[src/rtl/irq_res_pkg.sv]
package irq_res_pkg;
  localparam int unsigned TT_W     = 9;
  localparam logic [TT_W-1:0] EXT_BASE = 9'h040;
  localparam int unsigned LVL_N    = 16;
  localparam int unsigned LVL_W    = $clog2(LVL_N);
  localparam int unsigned SOFT_W   = 17;
  localparam int unsigned TICK_BIT = 0;
  localparam int unsigned STICK_BIT = 16;
  localparam int unsigned TIMER_LVL = 14;
  localparam int unsigned TL_W     = 3;

  typedef logic [TT_W-1:0]  tt_t;
  typedef logic [LVL_N-1:0] pend_t;
  typedef logic [LVL_W-1:0] lvl_t;
endpackage

[src/rtl/irq_pend_merge.sv]
module irq_pend_merge #(
  parameter int unsigned LVL_N     = 16,
  parameter int unsigned SOFT_W    = 17,
  parameter int unsigned TICK_BIT  = 0,
  parameter int unsigned STICK_BIT = 16,
  parameter int unsigned TIMER_LVL = 14
) (
  input  logic              clk,
  input  logic              rst_n,
  input  logic [LVL_N-1:1]  ext_lvl,
  input  logic [SOFT_W-1:0] sw_pend,
  output logic [LVL_N-1:0]  pend
);
  localparam logic [SOFT_W-1:0] ONE_S    = {{(SOFT_W-1){1'b0}}, 1'b1};
  localparam logic [SOFT_W-1:0] TMR_MASK = (ONE_S << TICK_BIT) | (ONE_S << STICK_BIT);

  logic timer_hit;
  assign timer_hit = |(sw_pend & TMR_MASK);

  for (genvar g = 0; g < LVL_N; g++) begin : g_bit
    logic e_b;
    logic s_b;
    if (g == 0) begin : g_noext
      assign e_b = 1'b0;
    end else begin : g_ext
      assign e_b = ext_lvl[g];
    end
    if (g < SOFT_W) begin : g_sw
      assign s_b = sw_pend[g] & ~TMR_MASK[g];
    end else begin : g_nosw
      assign s_b = 1'b0;
    end
    if (g == TIMER_LVL) begin : g_tmr
      assign pend[g] = e_b | s_b | timer_hit;
    end else begin : g_plain
      assign pend[g] = e_b | s_b;
    end
  end

  AST_EXT_PASS: assert property (@(posedge clk) disable iff (!rst_n)
    (pend[LVL_N-1:1] & ext_lvl) == ext_lvl);
  AST_TIMER_FOLD: assert property (@(posedge clk) disable iff (!rst_n)
    (sw_pend[TICK_BIT] || sw_pend[STICK_BIT]) |-> pend[TIMER_LVL]);
endmodule

[src/rtl/irq_prio_pick.sv]
module irq_prio_pick #(
  parameter int unsigned LVL_N = 16,
  parameter int unsigned LVL_W = $clog2(LVL_N)
) (
  input  logic             clk,
  input  logic             rst_n,
  input  logic [LVL_N-1:0] pend,
  input  logic [LVL_W-1:0] cur_prio,
  output logic             win_vld,
  output logic [LVL_W-1:0] win_lvl
);
  logic [LVL_N-1:0] above;
  logic [LVL_N-1:0] cand;

  for (genvar g = 0; g < LVL_N; g++) begin : g_above
    assign above[g] = (LVL_W'(g) > cur_prio);
  end
  assign cand = pend & above;

  always_comb begin
    win_vld = 1'b0;
    win_lvl = '0;
    for (int i = 0; i < LVL_N; i++) begin
      if (cand[i]) begin
        win_vld = 1'b1;
        win_lvl = LVL_W'(i);
      end
    end
  end

  AST_WIN_ABOVE: assert property (@(posedge clk) disable iff (!rst_n)
    win_vld |-> (win_lvl > cur_prio));
  AST_WIN_TOP: assert property (@(posedge clk) disable iff (!rst_n)
    win_vld |-> (LVL_N'(pend >> win_lvl) == LVL_N'(1)));
endmodule

[src/rtl/irq_nest_gate.sv]
module irq_nest_gate #(
  parameter int unsigned TL_W  = 3,
  parameter int unsigned TT_W  = 9,
  parameter int unsigned CLS_LSB = 4,
  parameter logic [TT_W-1:0] EXT_BASE = 9'h040
) (
  input  logic [TL_W-1:0] trap_lvl,
  input  logic [TT_W-1:0] active_tt,
  input  logic [TT_W-1:0] cand_tt,
  output logic            block
);
  logic nested;
  logic same_cls;
  logic ranks_higher;

  assign nested       = |trap_lvl;
  assign same_cls     = (active_tt[TT_W-1:CLS_LSB] == EXT_BASE[TT_W-1:CLS_LSB]);
  assign ranks_higher = (active_tt > cand_tt);
  assign block        = nested & same_cls & ranks_higher;
endmodule

[src/rtl/irq_level_resolver.sv]
module irq_level_resolver
  import irq_res_pkg::*;
#(
  parameter int unsigned P_LVL_N     = LVL_N,
  parameter int unsigned P_SOFT_W    = SOFT_W,
  parameter int unsigned P_TICK_BIT  = TICK_BIT,
  parameter int unsigned P_STICK_BIT = STICK_BIT,
  parameter int unsigned P_TIMER_LVL = TIMER_LVL,
  parameter int unsigned P_TL_W      = TL_W,
  parameter int unsigned P_TT_W      = TT_W,
  parameter logic [P_TT_W-1:0] P_EXT_BASE = EXT_BASE
) (
  input  logic                  clk,
  input  logic                  rst_n,
  input  logic [P_LVL_N-1:1]    ext_lvl,
  input  logic [P_SOFT_W-1:0]   sw_pend,
  input  logic [$clog2(P_LVL_N)-1:0] cur_prio,
  input  logic                  int_en,
  input  logic [P_TL_W-1:0]     trap_lvl,
  input  logic [P_TT_W-1:0]     active_tt,
  input  logic                  vec_busy,
  output logic                  irq_req,
  output logic [P_TT_W-1:0]     irq_tt
);
  localparam int unsigned L_W   = $clog2(P_LVL_N);
  localparam int unsigned CMP_W = P_LVL_N + 1;

  logic [P_LVL_N-1:0] pend;
  logic               win_vld;
  logic [L_W-1:0]     win_lvl;
  logic [P_TT_W-1:0]  cand_tt;
  logic               block;
  logic [CMP_W-1:0]   thresh;
  logic               below;

  logic               req_q, req_d;
  logic [P_TT_W-1:0]  tt_q, tt_d;
  logic               upd;

  irq_pend_merge #(
    .LVL_N(P_LVL_N), .SOFT_W(P_SOFT_W), .TICK_BIT(P_TICK_BIT),
    .STICK_BIT(P_STICK_BIT), .TIMER_LVL(P_TIMER_LVL)
  ) u_merge (
    .clk(clk), .rst_n(rst_n), .ext_lvl(ext_lvl), .sw_pend(sw_pend), .pend(pend)
  );

  irq_prio_pick #(.LVL_N(P_LVL_N), .LVL_W(L_W)) u_pick (
    .clk(clk), .rst_n(rst_n), .pend(pend), .cur_prio(cur_prio),
    .win_vld(win_vld), .win_lvl(win_lvl)
  );

  assign cand_tt = P_EXT_BASE | P_TT_W'(win_lvl);

  irq_nest_gate #(
    .TL_W(P_TL_W), .TT_W(P_TT_W), .CLS_LSB(L_W), .EXT_BASE(P_EXT_BASE)
  ) u_nest (
    .trap_lvl(trap_lvl), .active_tt(active_tt), .cand_tt(cand_tt), .block(block)
  );

  assign thresh = CMP_W'(2) << cur_prio;
  assign below  = ({1'b0, pend} < thresh);

  // next-state
  always_comb begin
    req_d = req_q;
    tt_d  = tt_q;
    upd   = 1'b0;
    if (!vec_busy) begin
      if (below || !int_en) begin
        req_d = 1'b0;
        tt_d  = '0;
        upd   = 1'b1;
      end else if (win_vld && !block && (cand_tt != tt_q)) begin
        req_d = 1'b1;
        tt_d  = cand_tt;
        upd   = 1'b1;
      end
    end
  end

  // registers
  always_ff @(posedge clk or negedge rst_n) begin
    if (!rst_n) begin
      req_q <= 1'b0;
      tt_q  <= '0;
    end else if (upd) begin
      req_q <= req_d;
      tt_q  <= tt_d;
    end
  end

  assign irq_req = req_q;
  assign irq_tt  = tt_q;

  AST_BUSY_HOLD: assert property (@(posedge clk) disable iff (!rst_n)
    vec_busy |=> ($stable(irq_req) && $stable(irq_tt)));
  AST_LOW_CLEAR: assert property (@(posedge clk) disable iff (!rst_n)
    (!vec_busy && below) |=> (!irq_req && irq_tt == '0));
  AST_OFF_CLEAR: assert property (@(posedge clk) disable iff (!rst_n)
    (!vec_busy && !int_en) |=> (!irq_req && irq_tt == '0));
  AST_TT_CLASS: assert property (@(posedge clk) disable iff (!rst_n)
    irq_req |-> (irq_tt[P_TT_W-1:L_W] == P_EXT_BASE[P_TT_W-1:L_W] && irq_tt[L_W-1:0] != '0));
  AST_NEST_HOLD: assert property (@(posedge clk) disable iff (!rst_n)
    (!vec_busy && int_en && !below && block) |=> $stable(irq_tt));
  AST_REQ_PAIR: assert property (@(posedge clk) disable iff (!rst_n)
    irq_req == (irq_tt != '0));
endmodule

[config.mk]
export PLATFORM = sky130hd
export DESIGN_NAME = irq_level_resolver
export DESIGN_NICKNAME = d
export VERILOG_FILES = /design/src/rtl/irq_res_pkg.sv /design/src/rtl/irq_pend_merge.sv /design/src/rtl/irq_prio_pick.sv /design/src/rtl/irq_nest_gate.sv /design/src/rtl/irq_level_resolver.sv
export SDC_FILE = /design/constraint.sdc
export NUM_CORES = 1
export LEC_CHECK = 0
export ABC_AREA = 1
export BUFFER_PORTS_ARGS = -buffer_cell sky130_fd_sc_hd__buf_2
export CAP_MARGIN = 20
export CORE_MARGIN = 4
export CORE_UTILIZATION = 50
export DETAILED_ROUTE_END_ITERATION = 16
export GPL_ROUTABILITY_DRIVEN = 0
export PLACE_DENSITY_LB_ADDON = 0.15
export SYNTH_ARGS = -nofsm -noshare
export SYNTH_HDL_FRONTEND = slang
export SYNTH_SLANG_ARGS = --single-unit
[constraint.sdc]
create_clock -name clk -period 3.29 [get_ports clk]
set_input_delay 0.658 -clock clk [delete_from_list [all_inputs] [get_ports clk]]
set_output_delay 0.658 -clock clk [all_outputs]
set_load 0.02 [all_outputs]
* Word-level counts from Yosys, hierarchy flattened
Index checks and enable logic that the tools add are counted.
** Word-level totals
- Register bits :: 10
- Bits of input ports :: 52
- Output and inout port bits :: 10
- Word-level logic and storage cells :: 90
** Cells by class
- $lt $le $gt $ge :: 18
- Equality and inequality tests :: 2
- Shifts and indexed selects :: 1
- Multiplexer cells :: 38
- Bitwise gates (word level) :: 20
- Reductions and logical operators :: 9
** Operators with widths (count)
- greater-than comparator 4 bit (first input constant) :: 8
- 2-to-1 mux 4 bit :: 8
- 2-to-1 mux 1 bit :: 22
- 2-to-1 mux 9 bit :: 2
- < comparator 16 x 17 -> 1 bit :: 1
- << shifter 2 x 4 -> 17 bit (first input constant) :: 1
- AND 16 bit :: 1
- greater-than comparator 3 x 4 -> 1 bit (first input constant) :: 4
- OR 1 bit :: 16
- 2-to-1 mux 3 bit :: 4
- greater-than comparator 9 x 7 -> 1 bit :: 1
- != test 7 x 9 -> 1 bit :: 1
- greater-than comparator 1 x 4 -> 1 bit (first input constant) :: 2
- greater-than comparator 2 x 4 -> 1 bit (first input constant) :: 2
- == test 5 x 3 -> 1 bit (second input constant) :: 1
- 2-to-1 mux 2 bit :: 2
- AND reduction 3 bit :: 1
- OR reduction 3 bit :: 1
- AND 1 bit :: 2
- logical AND 1 bit :: 2
- zero test 1 bit :: 2
- nonzero test 2 bit :: 1
- OR reduction 2 bit :: 1
- logical OR 1 bit :: 1
- inverter 1 bit :: 1

* Logic depth before layout (Yosys ltp)
Gate-level depths: netlist of run 1.
- Depth in word-level cells :: 27
- Mapped depth :: 29
- Gate-level depth less buffers :: 29

* Modules after synthesis
Synthesis of run 1 repeated with hierarchy kept, for this count alone.
** Unflattened totals
- Cells, all modules :: 265
- Area, all modules :: 1629.1 µm²
** By module, submodules not included
- irq_level_resolver :: instances 1, cells an instance 138, area each 922.1 µm², seq. area each 125.1 µm²
- irq_nest_gate :: instances 1, cells an instance 51, area each 304.0 µm², seq. area each 0.0 µm²
- irq_prio_pick :: instances 1, cells an instance 57, area each 292.8 µm², seq. area each 0.0 µm²
- irq_pend_merge :: instances 1, cells an instance 19, area each 110.1 µm², seq. area each 0.0 µm²

* Worst setup path before layout of run 1
No wires, ideal clock.
- Path type :: input to register
- Start point :: in cur_prio[1]
- End point :: reg tt_q[0] (netlist: irq_tt[0])
- Library setup time :: 0.117 ns
- Data arrival time :: 2.803 ns
- Data required time :: 3.173 ns
- Slack :: 0.370 ns
- Stages on the path :: 29
- Buffers on the path :: 0
- Path through :: nor2_1 nand2_1 nor2_1 nand2_1 nand2_1 nand2_1 nand2_1 nand2_1 nand2_1 nand2_1 nand2_1 nand2_1 nand2_1 nand2_1 nand2_1 nand2_2 nand2_2 ha_1 nor2_1 nor2_1 nor3_1 a211oi_1 a2111oi_0 a31oi_1 nand2_1 nand2_4 nand2_4 nand2_1 nand2_1
** Between the ends
- Cells in the longest elaborated chain, start to end :: 26
- Elaborated cells on any way between the ends :: 64
- Classes of those cells :: 18 x order compare; 1 x eq/ne; 1 x shift; 36 x mux; 2 x bitwise; 6 x reduce/logical
** Ends and longest elaborated chain
- from (decl) :: line irq_level_resolver.sv:17 : input logic [$clog2(P_LVL_N)-1:0] cur_prio,
- greater-than comparator 1 x 4 -> 1 bit :: line irq_prio_pick.sv:16 : assign above[g] = (LVL_W'(g) > cur_prio);
- AND 16 bit :: line irq_prio_pick.sv:18 : assign cand = pend & above;
- 2-to-1 mux 1 bit :: line irq_prio_pick.sv:24 : if (cand[i]) begin
- 2-to-1 mux 2 bit (2 in a row) :: line irq_prio_pick.sv:24
- 2-to-1 mux 3 bit (4 in a row) :: line irq_prio_pick.sv:24
- 2-to-1 mux 4 bit (8 in a row) :: line irq_prio_pick.sv:24
- greater-than comparator 9 x 7 -> 1 bit :: line irq_nest_gate.sv:18 : assign ranks_higher = (active_tt > cand_tt);
- AND 1 bit :: line irq_nest_gate.sv:19 : assign block = nested & same_cls & ranks_higher;
- zero test 1 bit :: line irq_level_resolver.sv:73 : end else if (win_vld && !block && (cand_tt != tt_q)) begin
- logical AND 1 bit (2 in a row) :: line irq_level_resolver.sv:73
- 2-to-1 mux 1 bit :: line irq_level_resolver.sv:73
- 2-to-1 mux 1 bit :: line irq_level_resolver.sv:69 : if (below || !int_en) begin
- 2-to-1 mux 1 bit :: line irq_level_resolver.sv:68 : if (!vec_busy) begin
- AND reduction 3 bit (no line)
- to (signal assigned) :: line irq_level_resolver.sv:88 : tt_q <= tt_d;
- to (decl) :: line irq_level_resolver.sv:37 : logic [P_TT_W-1:0] tt_q, tt_d;
Several ways; a longest one is shown, not always the timed one. The select of a mux whose other input is x is not followed.
A chain may end at the register's enable or synchronous reset.

* Worst setup path in the final report of run 1
- Start point :: in cur_prio[1]
- End point :: reg tt_q[6] (netlist: irq_tt[6])
The elaborated chain is that of the path after synthesis.

==> results.json, run 1 <==
{
  "power-per-cell-area_mw_per_mm2": 194,
  "ys_seq_area_share_pct": 9.80,
  "final_cell_area_mm2": 0.00169,
  "r2r-start": "irq_tt[2]",
  "grt_pass1_vias": 1375,
  "vdd_drop_max_uv": 301,
  "drcViolationCount": 0,
  "dr.pass1.iters": 4,
  "insertion_delay_ns": 0.24,
  "final_core_util_pct": 69.0,
  "antenna_found_initial": 0,
  "end_kind": "flip-flop",
  "cts_tree": "built",
  "cts.root.buffer_cell": "clkbuf_4",
  "whs_ns": 0.225,
  "drv_cap": 0,
  "netlist_instances": 214,
  "intPower_mw": 0.192,
  "p_sw_mw": 0.137,
  "wirelength_um": 3280,
  "die_width_um": 58.5,
  "min_period_ns": 3.03,
  "instances_no_fill": 309,
  "grt_max_degree": 7,
  "seq_power_share_pct": 23.0,
  "numCtsBuffers": 3,
  "drtIter0Drc": 55,
  "status": "finished clean",
  "clk_path_buf_depth": 2,
  "finalHoldViolCount": 0,
  "path_max_fanout": 6,
  "fin_worst_skew_ns": 0.00150,
  "wl_met3_um": 216,
  "wirelength_met1_um": 1450,
  "cp-startpoint": "cur_prio[1]",
  "clockPowerShare_pct": 21.4,
  "cts_sinks": 5,
  "syn_area_mm2": 0.00128,
  "routed_via_density": 5.03,
  "min_period_over_period_pct": 92.2,
  "gr-total-overflow": 0,
  "htree_num_levels": 1,
  "area_delta_synth_final_pct": 32.6,
  "path_clk_slew_ns": 0.04,
  "comb_power_share_pct": 55.6,
  "dp_hpwl_um": 2830,
  "ys_warn_count": 0,
  "routedWlPerCell_um": 10.6,
  "ctsHoldBuffers": 0,
  "diodes": 0,
  "grt_pass1_wl_um": 5350,
  "final_layout_size_suffix_gt1_share_pct": 36.2,
  "critPathArrivalTime_ns": 3.16,
  "avgSynthCellArea_um2": 5.96,
  "layout.nets": 351,
  "p_leak_nw": 0.943,
  "row_count": 18,
  "topRoutingLayerUsed": "met4",
  "initial_utilization_pct": 52.0,
  "critPathLaunchType": "input port",
  "track_usage_pct": 19.1,
  "p_sw_share_pct": 41.8,
  "setup_viol": 0,
  "largest_reg_flops": 5,
  "timing_worst_setup_path_type": "input port to flip-flop",
  "vias": 1554,
  "dpl.cell_count": 304,
  "coreArea_mm2": 0.00245,
  "drtAntennaViolNets": 0,
  "fmaxAchievable_ghz": 0.330,
  "ys_seq_elements": 5,
  "wl_met2_um": 1600,
  "hold_class": "input port to asynchronous set/reset pin",
  "io_pins": 62,
  "drv_slew": 0,
  "place_area_mm2": 0.00161,
  "die_h_um": 58.5,
  "die_area_mm2": 0.00342,
  "required_ns": 3.41,
  "port_buffers": 57,
  "synthDistinctLibCells": 27
}
-- what timing repair did --
item                       in CTS  in global routing
gates resized for setup         0                 15
setup buffers                   0                  1
setup endpoints to repair       0                  5
-- synthesized netlist by cell type, drive strengths merged --
| cell | instances | area share, % |
|---|---|---|
| a2111oi | 1 | 0.69 |
| a211oi | 4 | 2.4 |
| a21oi | 10 | 3.9 |
| a31oi | 2 | 1.5 |
| buf | 5 | 2.9 |
| conb | 1 | 0.29 |
| dfrtp | 5 | 9.8 |
| ha | 19 | 19 |
| inv | 22 | 6.5 |
| nand2 | 74 | 24 |
| nand3 | 12 | 4.7 |
| nand3b | 1 | 0.59 |
| nand4 | 2 | 0.98 |
| nor2 | 30 | 10 |
| nor3 | 8 | 4.0 |
| o21ai | 5 | 2.3 |
| o221ai | 1 | 0.69 |
| or2 | 11 | 5.4 |
| xor2 | 1 | 0.69 |
-- area by class of cell --
| cell class | count | area, µm² |
|---|---|---|
| timing repair buffer | 63 | 335 |
| clock buffer | 4 | 26.3 |
| inverter | 22 | 82.6 |
| multi-input combinational | 185 | 1090 |
| sequential | 5 | 125 |
| fill | 243 | 762 |
| tap | 30 | 37.5 |
-- worst max-delay path, stage by stage --
cell       delay (ns)
buf_2            0.16
nand2_1          0.15
inv_2            0.12
nand2_1          0.08
nand3_1          0.10
nand2_1          0.09
o21ai_1          0.15
nand2_1          0.07
a31oi_2          0.17
ha_1             0.26
inv_1            0.08
nor2_1           0.05
nor2_1           0.11
nor3_2           0.05
a211oi_1         0.18
a2111oi_1        0.09
a31oi_1          0.16
nand2_1          0.11
nand2_4          0.11
nand2_4          0.07
nand2_1          0.07
nand2_1          0.05
-- per-stage QoR --
step | TNS, ns | worst slack [ns] | power [mW]
floorplan | 0 | 0.370 | 0.191
finish | 0 | 0.257 | 0.329
CTS | 0 | 0.236 | 0.322
global placement | 0 | 0.0791 | 0.249
detailed placement | -0.0116 | -0.00746 | 0.251
global route | -0.0984 | -0.0406 | 0.358
-- worst paths after layout --
| check | end | slack [ns] | depth (start not counted) |
|---|---|---|---|
| worst max-delay path | irq_tt[6] | 0.26 | 22 |
| worst min-delay path | irq_tt[3] | 0.22 | 1 |
| worst max register to register | irq_tt[6] | 1.89 | 9 |
| worst min register to register | irq_tt[6] | 0.53 | 2 |
| max in group asynchronous | irq_tt[0] | 2.94 | 1 |
| min in group clk | irq_tt[6] | 0.53 | 2 |
-- cells by family (layout without fill, tap and decap cells) --
family / after synthesis / count (layout) / share of synthesized area [%]
AOI/OAI and AO/OA: 23 / 23 / 11.4
xor gates and xnor gates: 1 / 1 / 0.686
adders and majority gates: 19 / 19 / 18.6
buffers and inverters: 27 / 89 / 9.41
DFF: 5 / 5 / 9.80
other: 1 / 4 / 0.294
and+or+nand+nor: 138 / 138 / 49.8
-- routing by layer --
metal | vias to the layer above | GRT usage (%)
met5 | - | 0
met4 | 0 | 2.98
met3 | 2 | 1.54
met2 | 42 | 35.4
met1 | 687 | 24.3
li1 | 823 | -
-- cells in the final DEF (no fill, tap or decap), drive strengths merged --
master / netlist / final
dfrtp: 5 / 5
a2111oi: 1 / 1
buf: 5 / 62
nand3b: 1 / 1
nor3: 8 / 8
a31oi: 2 / 2
inv: 22 / 22
clkbuf: 0 / 5
a21oi: 10 / 10
nor2: 30 / 30
a211oi: 4 / 4
o221ai: 1 / 1
conb: 1 / 4
ha: 19 / 19
nand4: 2 / 2
or2: 11 / 11
o21ai: 5 / 5
xor2: 1 / 1
nand2: 74 / 74
nand3: 12 / 12
-- power groups by stage --
stage	clock network [mW]	logic, mW	registers, mW
6_report	0.0704	0.183	0.0757
2_1_floorplan	0	0.108	0.0836
3_3_place_gp	0	0.172	0.0765
3_5_place_dp	0	0.174	0.0764
4_1_cts	0.0715	0.175	0.0755
5_1_grt	0.0743	0.207	0.0769
No activity file was read; power rests on OpenSTA's default activity.
==> run 2: changes to the inputs <==
ABC_AREA = default   (was 1)
CORE_UTILIZATION = 52   (was 50)
==> run 2 against run 1 <==
First-iteration DRC count increased by 60%. Hold slack worse by 0.030 ns. Sequential share of layout area is 0.96 points lower.
==> results.json, run 2 <==
{
  "clk_path_buf_depth": 2,
  "setup_viol": 0,
  "numCtsBuffers": 3,
  "grt_pass1_vias": 1685,
  "comb_power_share_pct": 59.6,
  "largest_reg_flops": 5,
  "dp_hpwl_um": 3630,
  "wl_met3_um": 293,
  "synth_ff_type": "dfrtp_1",
  "critPathArrivalTime_ns": 3.31,
  "netlist_instances": 204,
  "ys_seq_area_share_pct": 8.96,
  "p_sw_share_pct": 41.3,
  "place_area_mm2": 0.00190,
  "setup_ws_ns": 0.123,
  "seq_power_share_pct": 20.2,
  "die_width_um": 59.8,
  "track_usage_pct": 25.5,
  "drtIter0Drc": 88,
  "ctsHoldBuffers": 0,
  "path_max_fanout": 4,
  "final_cell_area_mm2": 0.00194,
  "routedWlPerCell_um": 13.2,
  "drv_cap": 0,
  "synth_edf_count": 0,
  "required_ns": 3.43,
  "topRoutingLayerUsed": "met4",
  "htree_num_levels": 1,
  "min_period_ns": 3.17,
  "synthDistinctLibCells": 51,
  "ys_seq_elements": 5,
  "timing_worst_setup_path_type": "input port to flip-flop",
  "drcViolationCount": 0,
  "area_delta_synth_final_pct": 39.2,
  "syn_area_mm2": 0.00140,
  "synthArstFlopShare_pct": 100,
  "min_period_over_period_pct": 96.3,
  "yosys.area.top_type_share_pct": 17.0,
  "intPower_mw": 0.226,
  "wirelength_um": 4220,
  "cts_tree": "built",
  "fmaxAchievable_ghz": 0.316,
  "dr.pass1.iters": 4,
  "drv_slew": 0,
  "power-per-cell-area_mw_per_mm2": 198,
  "rrSetupSlack_ns": 1.57,
  "critPathLaunchType": "input port",
  "status": "finished clean",
  "antenna_found_initial": 0,
  "vdd_drop_max_uv": 283,
  "finalPower_mw": 0.385,
  "cts.root.buffer_cell": "clkbuf_4",
  "grt_pass1_wl_um": 6980,
  "p_leak_nw": 0.975,
  "row_count": 18,
  "ys_warn_count": 0,
  "coreArea_mm2": 0.00252,
  "drtAntennaViolNets": 0,
  "layout.nets": 361,
  "die_area_mm2": 0.00358,
  "grt_max_degree": 10,
  "io_pins": 62,
  "final_layout_size_suffix_gt1_share_pct": 34.9,
  "gr-total-overflow": 0,
  "p_sw_mw": 0.159,
  "die_h_um": 59.8,
  "diodes": 0,
  "pre_cts_ws_ns": -0.123,
  "fin_worst_skew_ns": 0.00574,
  "end_kind": "flip-flop",
  "mostFrequentLayoutCells": "buf_2, buf_4, nand2_1",
  "synth.top_cells.by_count": "nand2_1, ha_1, nor2_1, inv_1, a21oi_1",
  "yosys.area.top_type": "ha_1",
  "vias": 1758,
  "final_common_cell": "buf_2",
  "netlist_top_cells_area": "ha_1, dfrtp_1, a21oi_1, nand2_1, o21ai_0",
  "yosysMostFrequentCell": "nand2_1",
  "clockPowerShare_pct": 20.2,
  "hold_class": "input port to asynchronous set/reset pin",
  "avgSynthCellArea_um2": 6.84,
  "initial_utilization_pct": 55.4,
  "wirelength_met1_um": 1920,
  "finalHoldViolCount": 0,
  "port_buffers": 57,
  "wl_met2_um": 1940,
  "path_clk_slew_ns": 0.05,
  "cts_sinks": 5,
  "routed_via_density": 5.51,
  "insertion_delay_ns": 0.26,
  "fin_setup_tns_ns": 0
}
run 2: critical path: stages:
cell and delay [ns]:
buf_2 0.13, and2_1 0.17, a221o_1 0.35, a221o_1 0.32, o21ai_2 0.17, inv_1 0.06, ha_1 0.28, nor2b_1 0.13
o21ai_1 0.12, nand2b_1 0.08, a21oi_2 0.15, o22ai_2 0.09, a41o_1 0.23, a21o_1 0.20, a22o_1 0.18
run 2: cell type report:
type / count / area, µm²
sequential: 5 / 125
multi-input combinational: 173 / 1150
inverter: 18 / 67.6
tap: 30 / 37.5
clock buffer: 4 / 26.3
timing repair buffer: 89 / 538
fill: 213 / 578
run 2: timing repair:
| action | in CTS | in global routing |
|---|---|---|
| endpoints found under the setup margin | 0 | 4 |
| setup buffers | 0 | 1 |
| resized for setup | 0 | 4 |
run 2: kinds of logic (layout without fill, tap and decap cells):
family	count (synthesis)	after routing	share of synthesized area (%)
simple gates	78	78	28.6
compound gates	71	71	34.3
buf+inv	29	111	10.2
fa+ha+maj	19	19	17.0
flops	5	5	8.96
other cells	1	4	0.269
xor+xnor	1	1	0.627
run 2: layer usage:
metal | vias to the layer above | GRT usage [%]
li1 | 914 | -
met1 | 775 | 33.2
met2 | 63 | 41.4
met3 | 6 | 4.97
met4 | 0 | 9.49
met5 | - | 0
run 2: final timing paths:
kind | startpoint | endpoint | cells after the start
max | cur_prio[3] | irq_tt[1] | 15
min | rst_n | irq_tt[0] | 1
max reg2reg | irq_tt[3] | irq_tt[1] | 5
min reg2reg | irq_tt[1] | irq_tt[1] | 1
max in group asynchronous | rst_n | irq_tt[3] | 1
min in group clk | irq_tt[1] | irq_tt[1] | 1
run 2: stage by stage:
stage          instances  utilization [%]  hold slack (ns)
6_report             319             77.1            0.195
5_1_grt              319             77.1            0.195
4_1_cts              318             76.4            0.190
3_5_place_dp         314             75.3            0.474
3_3_place_gp         314             75.3            0.473
2_1_floorplan        207                -            0.362
run 2: power by group through the flow:
stage | Clock [mW] | Combinational (mW) | Sequential, mW
after CTS | 0.0806 | 0.225 | 0.0776
after global placement | 0 | 0.220 | 0.0784
after floorplan | 0 | 0.122 | 0.0862
after detailed placement | 0 | 0.224 | 0.0786
final | 0.0777 | 0.229 | 0.0776
after global routing | 0.0865 | 0.256 | 0.0788
